[src/rtl/ssg_pkg.sv]
`timescale 1ns/1ps
package ssg_pkg;
  typedef enum logic [2:0] {
    ST_IDLE,
    ST_PRE,
    ST_HOLD,
    ST_LOW,
    ST_HIGH
  } seq_st_e;
endpackage

[src/rtl/ssg_rst_sync.sv]
`timescale 1ns/1ps
module ssg_rst_sync #(
  parameter int STAGES = 2
) (
  input  logic clk,
  input  logic rst_n,
  output logic rst_n_sync
);
  logic [STAGES-1:0] sync_q;

  always_ff @(posedge clk or negedge rst_n) begin
    if (!rst_n) sync_q <= '0;
    else        sync_q <= {sync_q[STAGES-2:0], 1'b1};
  end

  assign rst_n_sync = sync_q[STAGES-1];
endmodule

[src/rtl/ssg_seq.sv]
`timescale 1ns/1ps
module ssg_seq
  import ssg_pkg::*;
#(
  parameter int CNT_W = 16,
  parameter int NBITS = 9
) (
  input  logic             clk,
  input  logic             rst_n,
  input  logic             start_cmd,
  input  logic             abort,
  input  logic [CNT_W-1:0] low_ticks,
  input  logic [CNT_W-1:0] high_ticks,
  output seq_st_e          state_q,
  output logic             launch,
  output logic             scl_rise
);
  localparam int BIT_W = $clog2(NBITS + 1);
  localparam logic [CNT_W-1:0] ONE = CNT_W'(1);
  localparam logic [BIT_W-1:0] LAST_BIT = BIT_W'(NBITS - 1);

  seq_st_e          state_d;
  logic [CNT_W-1:0] ph_q, ph_d;
  logic [BIT_W-1:0] bit_q, bit_d;
  logic             ph_done;

  assign ph_done  = (ph_q == '0);
  assign launch   = (state_q == ST_IDLE) && start_cmd;
  assign scl_rise = (state_q == ST_LOW) && ph_done;

  always_comb begin
    state_d = state_q;
    bit_d   = bit_q;
    ph_d    = ph_done ? ph_q : ph_q - ONE;
    case (state_q)
      ST_IDLE: if (launch) begin
        state_d = ST_PRE;
        ph_d    = low_ticks - ONE;
      end
      ST_PRE: if (ph_done) begin
        state_d = ST_HOLD;
        ph_d    = low_ticks - ONE;
      end
      ST_HOLD: if (ph_done) begin
        state_d = ST_LOW;
        ph_d    = low_ticks - ONE;
        bit_d   = '0;
      end
      ST_LOW: if (ph_done) begin
        state_d = ST_HIGH;
        ph_d    = high_ticks - ONE;
      end
      ST_HIGH: if (ph_done) begin
        if (bit_q == LAST_BIT) begin
          state_d = ST_IDLE;
        end else begin
          state_d = ST_LOW;
          ph_d    = low_ticks - ONE;
          bit_d   = bit_q + BIT_W'(1);
        end
      end
      default: state_d = ST_IDLE;
    endcase
    if (abort) state_d = ST_IDLE;
  end

  always_ff @(posedge clk or negedge rst_n) begin
    if (!rst_n) begin
      state_q <= ST_IDLE;
      ph_q    <= '0;
      bit_q   <= '0;
    end else begin
      state_q <= state_d;
      ph_q    <= ph_d;
      bit_q   <= bit_d;
    end
  end

  // the released phase lasts until its tick count is used up
  a_r2_pre_wait: assert property (@(posedge clk) disable iff (!rst_n)
    (state_q == ST_PRE && ph_q != '0 && !abort) |=> (state_q == ST_PRE));
  // a start request during a low phase leaves the phase alone
  a_r8_busy_start_ignored: assert property (@(posedge clk) disable iff (!rst_n)
    (state_q == ST_LOW && start_cmd && ph_q != '0) |=> (state_q == ST_LOW));
  // pulse index stays within the configured count
  a_r3_bit_bound: assert property (@(posedge clk) disable iff (!rst_n)
    (bit_q <= LAST_BIT));
endmodule

[src/rtl/ssg_tmo.sv]
`timescale 1ns/1ps
module ssg_tmo
  import ssg_pkg::*;
#(
  parameter int CNT_W = 16
) (
  input  logic             clk,
  input  logic             rst_n,
  input  logic             enable,
  input  logic             clear,
  input  logic [CNT_W-1:0] limit,
  input  seq_st_e          state,
  input  logic             launch,
  input  logic             scl_rise,
  output logic             abort,
  output logic             flag_q
);
  localparam logic [CNT_W-1:0] ONE = CNT_W'(1);

  logic [CNT_W-1:0] tmo_q, tmo_d;
  logic             tmo_en, flag_d, scl_hi;

  assign scl_hi = (state == ST_PRE) || (state == ST_HOLD) || (state == ST_HIGH);
  assign abort  = enable && scl_hi && (tmo_q <= ONE);

  always_comb begin
    tmo_en = 1'b0;
    tmo_d  = tmo_q;
    if (launch || scl_rise) begin
      tmo_en = 1'b1;
      tmo_d  = limit;
    end else if (scl_hi && tmo_q != '0) begin
      tmo_en = 1'b1;
      tmo_d  = tmo_q - ONE;
    end
    flag_d = abort ? 1'b1 : (clear ? 1'b0 : flag_q);
  end

  always_ff @(posedge clk or negedge rst_n) begin
    if (!rst_n) begin
      tmo_q  <= '0;
      flag_q <= 1'b0;
    end else begin
      if (tmo_en) tmo_q <= tmo_d;
      flag_q <= flag_d;
    end
  end

  // counter reloads to the limit on arm and on each SCL rise
  a_r4_reload: assert property (@(posedge clk) disable iff (!rst_n)
    (launch || scl_rise) |=> (tmo_q == $past(limit)));
  // counter frozen while SCL is held low
  a_r4_frozen_low: assert property (@(posedge clk) disable iff (!rst_n)
    (state == ST_LOW && !scl_rise) |=> $stable(tmo_q));
  // the flag only rises because of an abort
  a_r6_flag_cause: assert property (@(posedge clk) disable iff (!rst_n)
    $rose(flag_q) |-> $past(abort));
endmodule

[src/rtl/smbus_start_guard.sv]
`timescale 1ns/1ps
module smbus_start_guard
  import ssg_pkg::*;
#(
  parameter int CNT_W = 16,
  parameter int NBITS = 9
) (
  input  logic             clk,
  input  logic             rst_n,
  input  logic             start_cmd,
  input  logic             to_enable,
  input  logic             to_clear,
  input  logic [CNT_W-1:0] low_ticks,
  input  logic [CNT_W-1:0] high_ticks,
  input  logic [CNT_W-1:0] limit_ticks,
  output logic             scl_o,
  output logic             sda_o,
  output logic             busy,
  output logic             timeout_flag
);
  logic    rst_n_s;
  seq_st_e state;
  logic    launch, scl_rise, abort;

  ssg_rst_sync #(.STAGES(2)) i_rst (
    .clk        (clk),
    .rst_n      (rst_n),
    .rst_n_sync (rst_n_s)
  );

  ssg_seq #(.CNT_W(CNT_W), .NBITS(NBITS)) i_seq (
    .clk        (clk),
    .rst_n      (rst_n_s),
    .start_cmd  (start_cmd),
    .abort      (abort),
    .low_ticks  (low_ticks),
    .high_ticks (high_ticks),
    .state_q    (state),
    .launch     (launch),
    .scl_rise   (scl_rise)
  );

  ssg_tmo #(.CNT_W(CNT_W)) i_tmo (
    .clk      (clk),
    .rst_n    (rst_n_s),
    .enable   (to_enable),
    .clear    (to_clear),
    .limit    (limit_ticks),
    .state    (state),
    .launch   (launch),
    .scl_rise (scl_rise),
    .abort    (abort),
    .flag_q   (timeout_flag)
  );

  assign busy  = (state != ST_IDLE);
  assign scl_o = (state != ST_LOW);
  assign sda_o = (state == ST_IDLE) || (state == ST_PRE);

  // an abort leaves the bus released and the master idle
  a_r5_abort_idle: assert property (@(posedge clk) disable iff (!rst_n_s)
    abort |=> (!busy && scl_o && sda_o));
  // with the check off a running transaction never raises the flag
  a_r7_disabled_quiet: assert property (@(posedge clk) disable iff (!rst_n_s)
    (!to_enable && busy) |=> !$rose(timeout_flag));
  // SCL is never pulled low before SDA
  a_r2_sda_first: assert property (@(posedge clk) disable iff (!rst_n_s)
    $fell(scl_o) |-> !sda_o);
endmodule

[config.mk]
export PLATFORM = sky130hd
export DESIGN_NAME = smbus_start_guard
export DESIGN_NICKNAME = d
export VERILOG_FILES = /design/src/rtl/ssg_pkg.sv /design/src/rtl/ssg_rst_sync.sv /design/src/rtl/ssg_seq.sv /design/src/rtl/ssg_tmo.sv /design/src/rtl/smbus_start_guard.sv
export SDC_FILE = /design/constraint.sdc
export NUM_CORES = 1
export LEC_CHECK = 0
export ABC_CLOCK_PERIOD_IN_PS = 2870
export BUFFER_PORTS_ARGS = -buffer_cell sky130_fd_sc_hd__clkbuf_2
export CORE_MARGIN = 5
export CORE_UTILIZATION = 60
export CTS_CLUSTER_SIZE = 8
export DETAILED_ROUTE_END_ITERATION = 10
export PLACE_DENSITY = 0.91
export RECOVER_POWER = 25
export SLEW_MARGIN = 40
export SYNTH_ARGS = -nofsm -noshare
export SYNTH_HDL_FRONTEND = slang
export SYNTH_SLANG_ARGS = --single-unit
[constraint.sdc]
create_clock -name clk -period 2.87 [get_ports clk]
set_clock_uncertainty 0.1 [all_clocks]
set_input_delay 0.4305 -clock clk [delete_from_list [all_inputs] [get_ports clk]]
set_output_delay 0.4305 -clock clk [all_outputs]
set_load 0.005 [all_outputs]
==> results.txt, run 1 <==
----------------------------------------------------
[Status]
  Outcome ... complete, no violations

[Setup path]
  Number of buffer and inverter instances along the worst setup path ... 1
  Type of the worst setup path ... reg2reg
  Kind of start point of the critical path ... flop
  Worst Path Arrival ... 2.58 ns
  Kind of cell adding the most delay to the critical path ... simple AND/OR/NAND/NOR gates
  Sequence of cells on the critical path ... inv_1 -> ha_1 -> nor4b_2 -> nand4_2 -> and3_4 -> nand3_1 -> xor2_1 -> o221ai_1
  Standard cell with the maximum stage delay on the critical path ... sky130_fd_sc_hd__dfrtp_1
  Largest fanout on the critical path ... 9
  Kind of end point of the critical path ... flop
  Slowest Stage Delay on Critical Path ... 0.46 ns
  Data required time of the critical path ... 2.93 ns

[Synth]
  Share of synthesized area occupied by flip-flops and latches ... 32.70%
  Most frequent cells after synthesis ... sky130_fd_sc_hd__nand2_1, sky130_fd_sc_hd__dfrtp_1, sky130_fd_sc_hd__nor2_1, sky130_fd_sc_hd__xnor2_1, sky130_fd_sc_hd__xor2_1
  Main area contributors after synthesis ... sky130_fd_sc_hd__dfrtp_1, sky130_fd_sc_hd__xnor2_1, sky130_fd_sc_hd__xor2_1
  Post-synthesis cell count ... 383
  Cell taking the most area after synthesis ... sky130_fd_sc_hd__dfrtp_1
  Avg Inst Size Synth ... 8.393 um^2
  EDFF count, synth ... 0
  Most frequent cell after synthesis ... sky130_fd_sc_hd__nand2_1
  Synthesized area ... 3214 um^2
  Synthesized net count ... 444
  Prevailing post-synth register cell ... sky130_fd_sc_hd__dfrtp_1
  Area share of the largest cell type after synthesis ... 32.70%
  Synth cell types ... 60
  Post-synthesis sequential element count ... 42
  Warnings, synthesis ... 0
  Ys async rst share ... 100.0%

[Timing]
  Number of pins with negative max-slew slack in the final report ... 0
  Setup repair after global routing missed its margin ... no
  Post-layout minimum cycle time ... 2.519 ns
  Transition time at the pin with the least slew margin ... 0.8527 ns
  Final Setup Violations ... 0
  Post-route clock period utilization ... 87.77%
  Max frequency ... 397.0 MHz
  Relative max-transition margin ... 43.15%
  Final WS setup ... 0.3509 ns
  Final hold violation count ... 0
  Accumulated negative setup slack ... 0 ns

[Global route]
  Final global-route overflow total ... 0
  Via count of the first global-routing pass ... 3,074
  Largest net degree at the start of global routing ... 33
  Global-route wire length before repair ... 13,700 um
  Number of antenna violations at the first check in global routing ... 0
  Tot GR Track Use ... 23.46%

[CTS]
  CTS H-Tree Depth ... 2
  CTS root buffer ... sky130_fd_sc_hd__clkbuf_8
  Max Root-Sink Buffers ... 2
  Clock-pin slew of the registers on the worst-case setup and hold paths ... 0.08 ns
  Sink count of the clock tree ... 42
  CTS tree ... built
  Clock latency on the worst-skew pair ... 0.30 ns
  Post-CTS Setup Repair Bufs ... 0
  CTS buffer count ... 5

[Floorplan]
  Die width ... 83.20 um
  Placeable Area ... 5140 um^2
  Chip height ... 83.20 um
  Row cnt ... 26
  Starting utilization of the core area ... 62.54%
  Area of the die ... 6921 um^2
  IO Pins ... 57

[Placement]
  Final estimated routing congestion in global placement ... 0.8656
  Count of buffers from port buffering ... 56
  DP Cell Count ... 503
  Pre-CTS setup slack ... 0.2119 ns
  Post-DP HPWL ... 6410 um

[Detailed routing]
  Via/cell ratio ... 6.108
  Number of antenna-violating nets in the routed design ... 0
  Wire length after detailed routing ... 8163 um
  Starting DRT DRC Count ... 353
  Number of remaining DRC errors ... 0
  Pre-antenna DRT Iters ... 5
  Number of vias after detailed routing ... 3,121
  Average wire per standard cell ... 15.97 um

[Final layout]
  Count of placed standard cells in the final layout, fillers left out ... 511
  Diode insertion count for antenna repair ... 0
  Share of the core filled with cells in the final layout ... 70.98%
  Fraction of layout instances using a drive strength above 1 ... 18.59%
  Layout Area Growth over Synthesis ... 13.51%
  Nets ... 502

[Run]
  Max capacitance violation total ... 0

[Power]
  Power per unit of standard cell area ... 779.2 nW/um^2
  Max VDD drop ... 0.0006231 V
  Leakage ... 1.515 nW
  Total power draw ... 2.843 mW

[Worst hold path]
  Worst min-delay path category ... in2reg

----------------------------------------------------
area by class of cell:
cell class	count	area (um^2)
Tap cell	70	87.58
Fill cell	389	1491
Timing Repair Buffer	64	341.6
Inverter	18	67.56
Sequential cell	42	1051
Clock buffer	7	76.32
Multi-Input combinational cell	310	2024
path summary, 6_finish.rpt:
path / startpoint / slack, ns / end / cells after the start
hold / removal: limit_ticks[15] / 0.23 / i_tmo.tmo_q[15] / 3
setup reg to reg: i_seq.ph_q[0] / 0.35 / i_seq.ph_q[14] / 8
min in group asynchronous: i_rst.sync_q[1] / 0.26 / i_tmo.tmo_q[7] / 0
setup / recovery: i_seq.ph_q[0] / 0.35 / i_seq.ph_q[14] / 8
hold reg to reg: i_rst.sync_q[1] / 0.26 / i_tmo.tmo_q[7] / 0
max in group asynchronous: i_rst.sync_q[1] / 1.64 / i_seq.ph_q[15] / 1
routing by layer:
layer	vias up	wire, um	global-route usage (%)
met2	151	4098	42.06
met1	1467	3350	27.23
met5	-	0	0
met3	29	493	4.455
met4	0	221	9.658
li1	1474	-	-
power by group:
group	internal (mW)	switching, mW
clock	0.168	0.206
combinational	0.615	0.738
sequential	0.825	0.291
total	1.61	1.24
repair_timing:
| item | CTS | global route |
|---|---|---|
| setup endpoints to repair | 0 | 4 |
| hold endpoints to repair | 2 | 0 |
| hold buffers | 1 | 0 |
| resized for setup | 0 | 1 |
per-stage QoR:
| step | instance area [um^2] | hold WS, ns |
|---|---|---|
| after floorplan | 3214 | 0.03491 |
| after global placement | 3550 | 0.1166 |
| after detailed placement | 3557 | 0.1187 |
| after CTS | 3643 | 0.2306 |
| after global routing | 3649 | 0.2452 |
| final | 3649 | 0.2315 |
flip-flops by register name, indices dropped and copies added (netlist names):
name           cells
i_seq.ph_q        16
i_rst.sync_q       2
i_tmo.flag_q       1
i_seq.state_q      3
i_seq.bit_q        4
i_tmo.tmo_q       16
layout by cell type, fill, tap and decap left out, types with 4 or more instances in the layout:
| cell type | Yosys | final |
|---|---|---|
| sky130_fd_sc_hd__ha_1 | 8 | 8 |
| sky130_fd_sc_hd__xor2_1 | 25 | 25 |
| sky130_fd_sc_hd__nand2_1 | 55 | 55 |
| sky130_fd_sc_hd__clkbuf_2 | 0 | 55 |
| sky130_fd_sc_hd__o221ai_1 | 10 | 10 |
| sky130_fd_sc_hd__o21ai_1 | 5 | 5 |
| sky130_fd_sc_hd__clkbuf_8 | 0 | 5 |
| sky130_fd_sc_hd__dfrtp_1 | 42 | 42 |
| sky130_fd_sc_hd__or3_1 | 6 | 6 |
| sky130_fd_sc_hd__nand3_1 | 13 | 13 |
| sky130_fd_sc_hd__o21ai_0 | 20 | 20 |
| sky130_fd_sc_hd__inv_1 | 17 | 17 |
| sky130_fd_sc_hd__xnor2_1 | 29 | 29 |
| sky130_fd_sc_hd__nor3b_1 | 4 | 4 |
| sky130_fd_sc_hd__nor2_1 | 34 | 34 |
| sky130_fd_sc_hd__nand2b_1 | 5 | 5 |
| sky130_fd_sc_hd__a21oi_1 | 18 | 18 |
| sky130_fd_sc_hd__nor4_1 | 12 | 12 |
| sky130_fd_sc_hd__nor3_1 | 14 | 14 |
| sky130_fd_sc_hd__buf_4 | 6 | 7 |
cells by family (layout without fill, tap and decap cells):
group,count (synthesis),after routing,share of synthesized area (%)
other,1,1,0.1167
flip-flops,42,42,32.70
adder cells (fa/ha/maj),8,8,3.114
AO/OA/AOI/OAI,76,76,16.00
XOR/XNOR,54,54,14.71
buffers and inverters,31,89,4.748
AND/OR/NAND/NOR,169,169,27.99
multiplexers,2,2,0.6228
tightest hold or removal path: stages:
cell	delay, ns
sky130_fd_sc_hd__clkbuf_2	0.08
sky130_fd_sc_hd__nand2_1	0.04
sky130_fd_sc_hd__o21ai_0	0.06
(Power assumes the default switching activity.)
==> run 2, diff against run 1 <==
CTS_BUF_LIST = sky130_fd_sc_hd__clkbuf_16   (was default)
==> run 2 against run 1 <==
  * Cell count is the same
  * Clock-buffer cell count shrank 2
  * Total power increased by 6.2%
  * Clock power is 42% higher
  * Largest power group unchanged
==> results.txt, run 2 (synthesized netlist as in run 1, its figures left out) <==
----------------------------------------------------
[Detailed routing]
  Via/cell ratio ... 6.221 (+1.9%)
  Number of vias after detailed routing ... 3,179 (+1.9%)
  Number of remaining DRC errors ... 0 (unchanged)
  Starting DRT DRC Count ... 379 (+7.4%)
  Pre-antenna DRT Iters ... 5 (unchanged)
  Number of antenna-violating nets in the routed design ... 0 (unchanged)
  Wire length after detailed routing ... 8336 um (+2.1%)
  Average wire per standard cell ... 16.31 um (+2.1%)

[Global route]
  Largest net degree at the start of global routing ... 33 (unchanged)
  Tot GR Track Use ... 23.96% (+0.51 points)
  Number of antenna violations at the first check in global routing ... 0 (unchanged)
  Final global-route overflow total ... 0 (unchanged)
  Via count of the first global-routing pass ... 3,118 (+1.4%)
  Global-route wire length before repair ... 13,980 um (+2.1%)

[Timing]
  Accumulated negative setup slack ... 0 ns (unchanged)
  Transition time at the pin with the least slew margin ... 0.8359 ns (-0.01682 ns)
  Max frequency ... 393.7 MHz (-0.82%)
  Relative max-transition margin ... 44.27% (+1.1 points)
  Final Setup Violations ... 0 (unchanged)
  Final hold violation count ... 0 (unchanged)
  Final WS setup ... 0.3300 ns (-0.02081 ns)
  Post-route clock period utilization ... 88.50% (+0.73 points)
  Number of pins with negative max-slew slack in the final report ... 0 (unchanged)
  Setup repair after global routing missed its margin ... no
  Post-layout minimum cycle time ... 2.540 ns (+0.02081 ns)

[Final layout]
  Largest regs ... i_seq.ph_q (16), i_tmo.tmo_q (16), i_seq.bit_q (4)
  Post-route cell area ... 3705 um^2 (+1.5%)
  Layout Area Growth over Synthesis ... 15.26%
  Diode insertion count for antenna repair ... 0 (unchanged)
  Fraction of layout instances using a drive strength above 1 ... 18.59% (unchanged)
  Top library cells by usage in the layout, fill and taps aside ... sky130_fd_sc_hd__nand2_1, sky130_fd_sc_hd__clkbuf_2, sky130_fd_sc_hd__dfrtp_1
  Nets ... 502 (unchanged)

[Power]
  Max VDD drop ... 0.0006183 V (-0.77%)
  Power per unit of standard cell area ... 815.1 nW/um^2 (+4.6%)
  Leakage ... 1.549 nW (+2.2%)
  Power dissipated by switching net loads ... 1.267 mW (+2.5%)
  Sw frac ... 41.95% (-1.5 points)
  Combinational power share ... 45.3% (-2.3 points)
  Part of the power in the clock network ... 17.6% (+4.5 points)
  Internal Pwr Total ... 1.753 mW (+9.0%)
  Share of total power in sequential cells ... 37.1% (-2.2 points)

[CTS]
  CTS tree ... built
  Clock latency on the worst-skew pair ... 0.28 ns (-0.02 ns)
  Max Root-Sink Buffers ... 2 (unchanged)
  Post-CTS Setup Repair Bufs ... 0 (unchanged)
  Sink count of the clock tree ... 42 (unchanged)
  Clock-pin slew of the registers on the worst-case setup and hold paths ... 0.06 ns (-0.02 ns)
  CTS buffer count ... 5 (unchanged)
  CTS H-Tree Depth ... 2 (unchanged)
  CTS root buffer ... sky130_fd_sc_hd__clkbuf_16

[Run]
  Max capacitance violation total ... 0 (unchanged)

[Setup path]
  Sequence of cells on the critical path ... inv_1 -> ha_1 -> nor4b_2 -> nand4_2 -> and3_4 -> nand3_1 -> xor2_1 -> o221ai_1
  Slowest Stage Delay on Critical Path ... 0.45 ns (about the same)
  Worst Reg2Reg Path Length in Cells ... 8 (unchanged)
  Data required time of the critical path ... 2.90 ns (-0.03 ns)
  Standard cell with the maximum stage delay on the critical path ... sky130_fd_sc_hd__dfrtp_1
  Largest fanout on the critical path ... 9 (unchanged)
  Worst Path Arrival ... 2.57 ns (about the same)
  FF-to-FF Start ... i_seq.ph_q[0]
  Kind of start point of the critical path ... flop
  R2r setup slk ... 0.33 ns (-0.02 ns)
  Type of the worst setup path ... reg2reg
  Worst flop-to-flop path endpoint ... i_seq.ph_q[14]
  Kind of end point of the critical path ... flop
  Start point of the critical path ... i_seq.ph_q[0]

[Floorplan]
  Placeable Area ... 5140 um^2 (unchanged)
  Starting utilization of the core area ... 62.54% (unchanged)
  Chip height ... 83.20 um (unchanged)
  Die width ... 83.20 um (unchanged)
  IO Pins ... 57 (unchanged)
  Row cnt ... 26 (unchanged)
  Area of the die ... 6921 um^2 (unchanged)

[Placement]
  Final estimated routing congestion in global placement ... 0.8656 (unchanged)
  Pre-CTS setup slack ... 0.2119 ns (unchanged)
  Area of placed instances ... 3557 um^2 (unchanged)
  Count of buffers from port buffering ... 56 (unchanged)
  Post-DP HPWL ... 6410 um (unchanged)

[Worst hold path]
  Worst min-delay path category ... reg2async

[Status]
  Outcome ... complete, no violations

----------------------------------------------------
==> run 2: cell count changes in the layout (fill, tap and decap cells not counted) <==
cell                        previous run  this run
sky130_fd_sc_hd__clkbuf_1              3         1
sky130_fd_sc_hd__clkbuf_16             0         5
sky130_fd_sc_hd__clkbuf_8              5         0
sky130_fd_sc_hd__inv_1                17        19
==> run 2: power by group through the flow <==
stage,Combinational [mW],Clock (mW),Sequential (mW)
after global placement,1.25,0,1.09
after floorplan,1.05,0,1.04
final,1.37,0.532,1.12
after detailed placement,1.32,0,1.11
after CTS,1.34,0.531,1.11
after global routing,1.50,0.556,1.15
==> run 2: per-layer routing <==
| layer | global-route usage (%) | vias to the layer above | routed length [um] |
|---|---|---|---|
| met5 | 0 | - | 0 |
| met4 | 9.658 | 0 | 268 |
| met3 | 4.455 | 38 | 546 |
| met2 | 43.37 | 167 | 4208 |
| met1 | 27.62 | 1502 | 3312 |
| li1 | - | 1472 | - |
==> run 2: area by class of cell <==
type,count,area [um^2]
tap,70,87.58
clock buffer,5,125.1
fill,379,1435
multi-input combinational,310,2024
inverter,18,67.56
timing repair buffer,64,341.6
sequential,42,1051
clock inverter,2,7.507
==> run 2: worst max path at each step <==
stage / depth (start not counted) / slack (ns) / endpoint
finish: 8 / 0.33 / i_seq.ph_q[14]
global route: 8 / 0.14 / i_seq.ph_q[14]
CTS: 8 / 0.19 / i_seq.ph_q[14]
detailed placement: 8 / 0.21 / i_seq.ph_q[14]
floorplan: 9 / 0.65 / i_seq.ph_q[14]
global placement: 7 / 0.42 / i_tmo.tmo_q[8]
==> run 2: worst max-delay path, delay by kind of cell, from the launching register on <==
family / cells / cell delay [ns]
buffers and inverters: 1 / 0.17
AND/OR/NAND/NOR: 4 / 1.12
adder cells (fa/ha/maj): 1 / 0.18
XOR/XNOR: 1 / 0.20
flip-flops: 1 / 0.45
AO/OA/AOI/OAI: 1 / 0.17
==> run 2: metrics by stage <==
step                power, mW  hold WS, ns  cells  util [%]
floorplan               2.098      0.03491    383         -
global placement        2.341       0.1166    503     69.06
detailed placement      2.436       0.1187    503     69.21
CTS                     2.979       0.2525    511     71.98
global route            3.201       0.2671    511     72.08
finish                  3.020       0.2480    511     72.08
==> run 2: repair_timing <==
item,4_1_cts,5_1_grt
resized for setup,0,1
endpoints found under the hold margin,2,0
endpoints found under the setup margin,0,4
hold buffers,1,0
==> run 3, diff against run 2 <==
--- a/config.mk
+++ b/config.mk
@@ -7,2 +7,3 @@
 export LEC_CHECK = 0
+export ABC_AREA = 1
 export ABC_CLOCK_PERIOD_IN_PS = 2870
@@ -14,3 +15,3 @@
 export DETAILED_ROUTE_END_ITERATION = 10
-export PLACE_DENSITY = 0.91
+export PLACE_DENSITY = 0.9
 export RECOVER_POWER = 25
--- a/constraint.sdc
+++ b/constraint.sdc
@@ -4,2 +4,2 @@
 set_output_delay 0.4305 -clock clk [all_outputs]
-set_load 0.005 [all_outputs]
+set_load 0.1 [all_outputs]
==> run 3 against run 2 <==
  * Highest routed layer unchanged
  * Die area grew 12%
  * Sequential share of layout area fell by 3.1 points
  * Synthesized cell count up 50%
  * Fmax rose by 11%
  * First-iteration DRC count increased by 21%
  * Flip-flop and latch count unchanged
==> results.txt, run 3 <==
----------------------------------------------------
[Power]
  Share of total power in sequential cells ... 28.7% (-8.4 points)
  Power per unit of standard cell area ... 935.8 nW/um^2 (+15%)
  Leakage ... 2.139 nW (+38%)
  Part of the power in the clock network ... 16.5% (-1.1 points)
  Combinational power share ... 54.7% (+9.4 points)
  Power dissipated by switching net loads ... 1.935 mW (+53%)
  Sw frac ... 49.64% (+7.7 points)
  Internal Pwr Total ... 1.963 mW (+12%)
  Max VDD drop ... 0.0005069 V (-18%)

[Status]
  Outcome ... complete, no violations

[Global route]
  Tot GR Track Use ... 28.04% (+4.1 points)
  Number of antenna violations at the first check in global routing ... 0 (unchanged)
  Global-route wire length before repair ... 17,000 um (+22%)
  Final global-route overflow total ... 0 (unchanged)
  Via count of the first global-routing pass ... 3,914 (+26%)
  Largest net degree at the start of global routing ... 41 (+24%)

[Final layout]
  Largest regs ... i_seq.ph_q (16), i_tmo.tmo_q (16), i_seq.bit_q (4)
  Leading cell type in the layout, fill and taps excluded ... sky130_fd_sc_hd__nand2_1
  Fraction of layout instances using a drive strength above 1 ... 15.23% (-3.4 points)
  Count of placed standard cells in the final layout, fillers left out ... 712 (+39%)
  Nets ... 697 (+39%)
  Diode insertion count for antenna repair ... 0 (unchanged)
  Top library cells by usage in the layout, fill and taps aside ... sky130_fd_sc_hd__nand2_1, sky130_fd_sc_hd__nor2_1, sky130_fd_sc_hd__inv_1
  Layout Area Growth over Synthesis ... 13.97%

[Floorplan]
  Placeable Area ... 5921 um^2 (+15%)
  Starting utilization of the core area ... 61.73% (-0.81 points)
  IO Pins ... 57 (unchanged)
  Chip height ... 88.05 um (+5.8%)
  Row cnt ... 28 (+7.7%)
  Die width ... 88.05 um (+5.8%)
  Area of the die ... 7752 um^2 (+12%)

[CTS]
  Max Root-Sink Buffers ... 2 (unchanged)
  CTS tree ... built
  CTS root buffer ... sky130_fd_sc_hd__clkbuf_16
  Post-cts sizing count ... 0 (unchanged)
  Clock latency on the worst-skew pair ... 0.29 ns (about the same)
  CTS buffer count ... 5 (unchanged)
  Count of hold buffers inserted by post-cts repair ... 1 (unchanged)
  Post-CTS Setup Repair Bufs ... 0 (unchanged)
  CTS H-Tree Depth ... 2 (unchanged)
  Clock-pin slew of the registers on the worst-case setup and hold paths ... 0.06 ns (about the same)
  Sink count of the clock tree ... 42 (unchanged)

[Run]
  Max capacitance violation total ... 0 (unchanged)

[Setup path]
  Data required time of the critical path ... 2.95 ns (+0.05 ns)
  Worst Reg2Reg Path Length in Cells ... 11 (+3)
  Largest fanout on the critical path ... 11 (+2)
  Type of the worst setup path ... reg2reg
  FF-to-FF Start ... i_tmo.tmo_q[0]
  Start point of the critical path ... i_tmo.tmo_q[0]
  Critical path endpoint ... i_tmo.tmo_q[8]
  Worst Path Arrival ... 2.37 ns (-0.20 ns)
  Kind of end point of the critical path ... flop
  Worst flop-to-flop path endpoint ... i_tmo.tmo_q[8]
  R2r setup slk ... 0.57 ns (+0.24 ns)
  Kind of start point of the critical path ... flop

[Timing]
  Final Setup Violations ... 0 (unchanged)
  Relative max-transition margin ... 28.89% (-15 points)
  Accumulated negative setup slack ... 0 ns (unchanged)
  Post-layout minimum cycle time ... 2.297 ns (-0.2434 ns)
  Setup repair after global routing missed its margin ... no
  Max frequency ... 435.4 MHz (+11%)
  Transition time at the pin with the least slew margin ... 1.067 ns (+0.2307 ns)
  Post-route clock period utilization ... 80.02% (-8.5 points)
  Number of pins with negative max-slew slack in the final report ... 0 (unchanged)
  Final hold violation count ... 0 (unchanged)

[Detailed routing]
  Number of antenna-violating nets in the routed design ... 0 (unchanged)
  Wire length after detailed routing ... 10,020 um (+20%)
  Pre-antenna DRT Iters ... 5 (unchanged)
  Number of remaining DRC errors ... 0 (unchanged)
  Number of vias after detailed routing ... 3,970 (+25%)
  Starting DRT DRC Count ... 459 (+21%)
  Via/cell ratio ... 5.576 (-10%)
  Average wire per standard cell ... 14.08 um (-14%)

[Synth]
  Cell taking the most area after synthesis ... sky130_fd_sc_hd__dfrtp_1
  Ys async rst share ... 100.0% (unchanged)
  Synth cell types ... 36 (-40%)
  Avg Inst Size Synth ... 6.345 um^2 (-24%)
  Main area contributors after synthesis ... sky130_fd_sc_hd__dfrtp_1, sky130_fd_sc_hd__nand2_1, sky130_fd_sc_hd__nor2_1
  Warnings, synthesis ... 0 (unchanged)
  Most frequent cells after synthesis ... sky130_fd_sc_hd__nand2_1, sky130_fd_sc_hd__nor2_1, sky130_fd_sc_hd__inv_1, sky130_fd_sc_hd__nand3_1, sky130_fd_sc_hd__dfrtp_1
  EDFF count, synth ... 0 (unchanged)
  Synthesized area ... 3655 um^2 (+14%)
  Post-synthesis cell count ... 576 (+50%)
  Prevailing post-synth register cell ... sky130_fd_sc_hd__dfrtp_1
  Synthesized net count ... 637 (+43%)
  Area share of the largest cell type after synthesis ... 28.76% (-3.9 points)
  Most frequent cell after synthesis ... sky130_fd_sc_hd__nand2_1
  Share of synthesized area occupied by flip-flops and latches ... 28.76% (-3.9 points)
  Post-synthesis sequential element count ... 42 (unchanged)

[Worst hold path]
  Worst min-delay path startpoint ... to_clear
  Worst min-delay path category ... in2reg

[Placement]
  Final estimated routing congestion in global placement ... 0.9529 (+10%)
  Post-DP HPWL ... 7756 um (+21%)
  DP Cell Count ... 703 (+40%)
  Count of buffers from port buffering ... 56 (unchanged)

----------------------------------------------------
-- run 3: changes by cell type after synthesis, moves of 19 or more --
cell	before	now
sky130_fd_sc_hd__inv_1	17	62
sky130_fd_sc_hd__nand2_1	55	141
sky130_fd_sc_hd__nand3_1	13	60
sky130_fd_sc_hd__nor2_1	34	105
sky130_fd_sc_hd__xnor2_1	29	10
-- run 3: worst min path at each step --
stage | to | slack (ns) | depth (start not counted)
detailed placement | i_rst.sync_q[1] | 0.12 | 1
finish | i_tmo.flag_q | 0.21 | 2
global route | i_tmo.flag_q | 0.21 | 2
CTS | i_tmo.flag_q | 0.21 | 2
floorplan | i_rst.sync_q[0] | 0.03 | 0
global placement | i_rst.sync_q[0] | 0.12 | 1
-- run 3: power groups by stage --
stage | clock network [mW] | registers (mW) | logic, mW
detailed placement | 0 | 1.12 | 2.09
CTS | 0.652 | 1.11 | 2.11
global route | 0.683 | 1.15 | 2.41
global placement | 0 | 1.11 | 2.02
floorplan | 0 | 1.06 | 1.70
finish | 0.644 | 1.12 | 2.13
-- run 3: cell type report --
type,instances,area [um^2]
Clock buffer,5,125.1
Inverter,72,277.8
Multi-Input combinational cell,456,2278
Fill cell,510,1755
Sequential cell,42,1051
Clock inverter,3,37.54
Tap cell,75,93.84
Timing Repair Buffer,59,301.5
-- run 3: per-layer routing --
layer  wire length, um  track usage, %
met5                 0               0
met4               279           12.50
met3               608           4.892
met2              5080           50.00
met1              4055           32.81
-- run 3: critical path, cell delays in order, from the launching register on --
cell and delay [ns]:
sky130_fd_sc_hd__dfrtp_1 0.43, sky130_fd_sc_hd__inv_1 0.13, sky130_fd_sc_hd__ha_1 0.22, sky130_fd_sc_hd__nand2_1 0.12
sky130_fd_sc_hd__nor2_2 0.19, sky130_fd_sc_hd__nand2_1 0.07, sky130_fd_sc_hd__nand2_1 0.30, sky130_fd_sc_hd__inv_2 0.17
sky130_fd_sc_hd__nor2_4 0.23, sky130_fd_sc_hd__inv_4 0.09, sky130_fd_sc_hd__nand2_1 0.08, sky130_fd_sc_hd__nand3_1 0.06
-- run 3: cells by family (layout without fill, tap and decap cells) --
logic type / Yosys count / in the layout / synth area share, %
simple gates: 348 / 348 / 42.07
compound gates: 76 / 76 / 11.91
other cells: 1 / 1 / 0.1026
fa+ha+maj: 8 / 8 / 2.739
buf+inv: 78 / 139 / 8.901
xor+xnor: 23 / 23 / 5.512
flops: 42 / 42 / 28.76
-- run 3: stage by stage --
stage          area [um^2]  total power [mW]  hold WS, ns  util (%)  worst slack, ns
2_1_floorplan         3655             2.758      0.03491         -          0.04954
3_3_place_gp          3996             3.129       0.1160     67.50           0.7064
3_5_place_dp          3996             3.211       0.1169     67.50           0.6052
4_1_cts               4169             3.872       0.2063     70.41           0.5889
5_1_grt               4165             4.245       0.2121     70.35           0.2634
6_report              4165             3.898       0.2101     70.35           0.5735
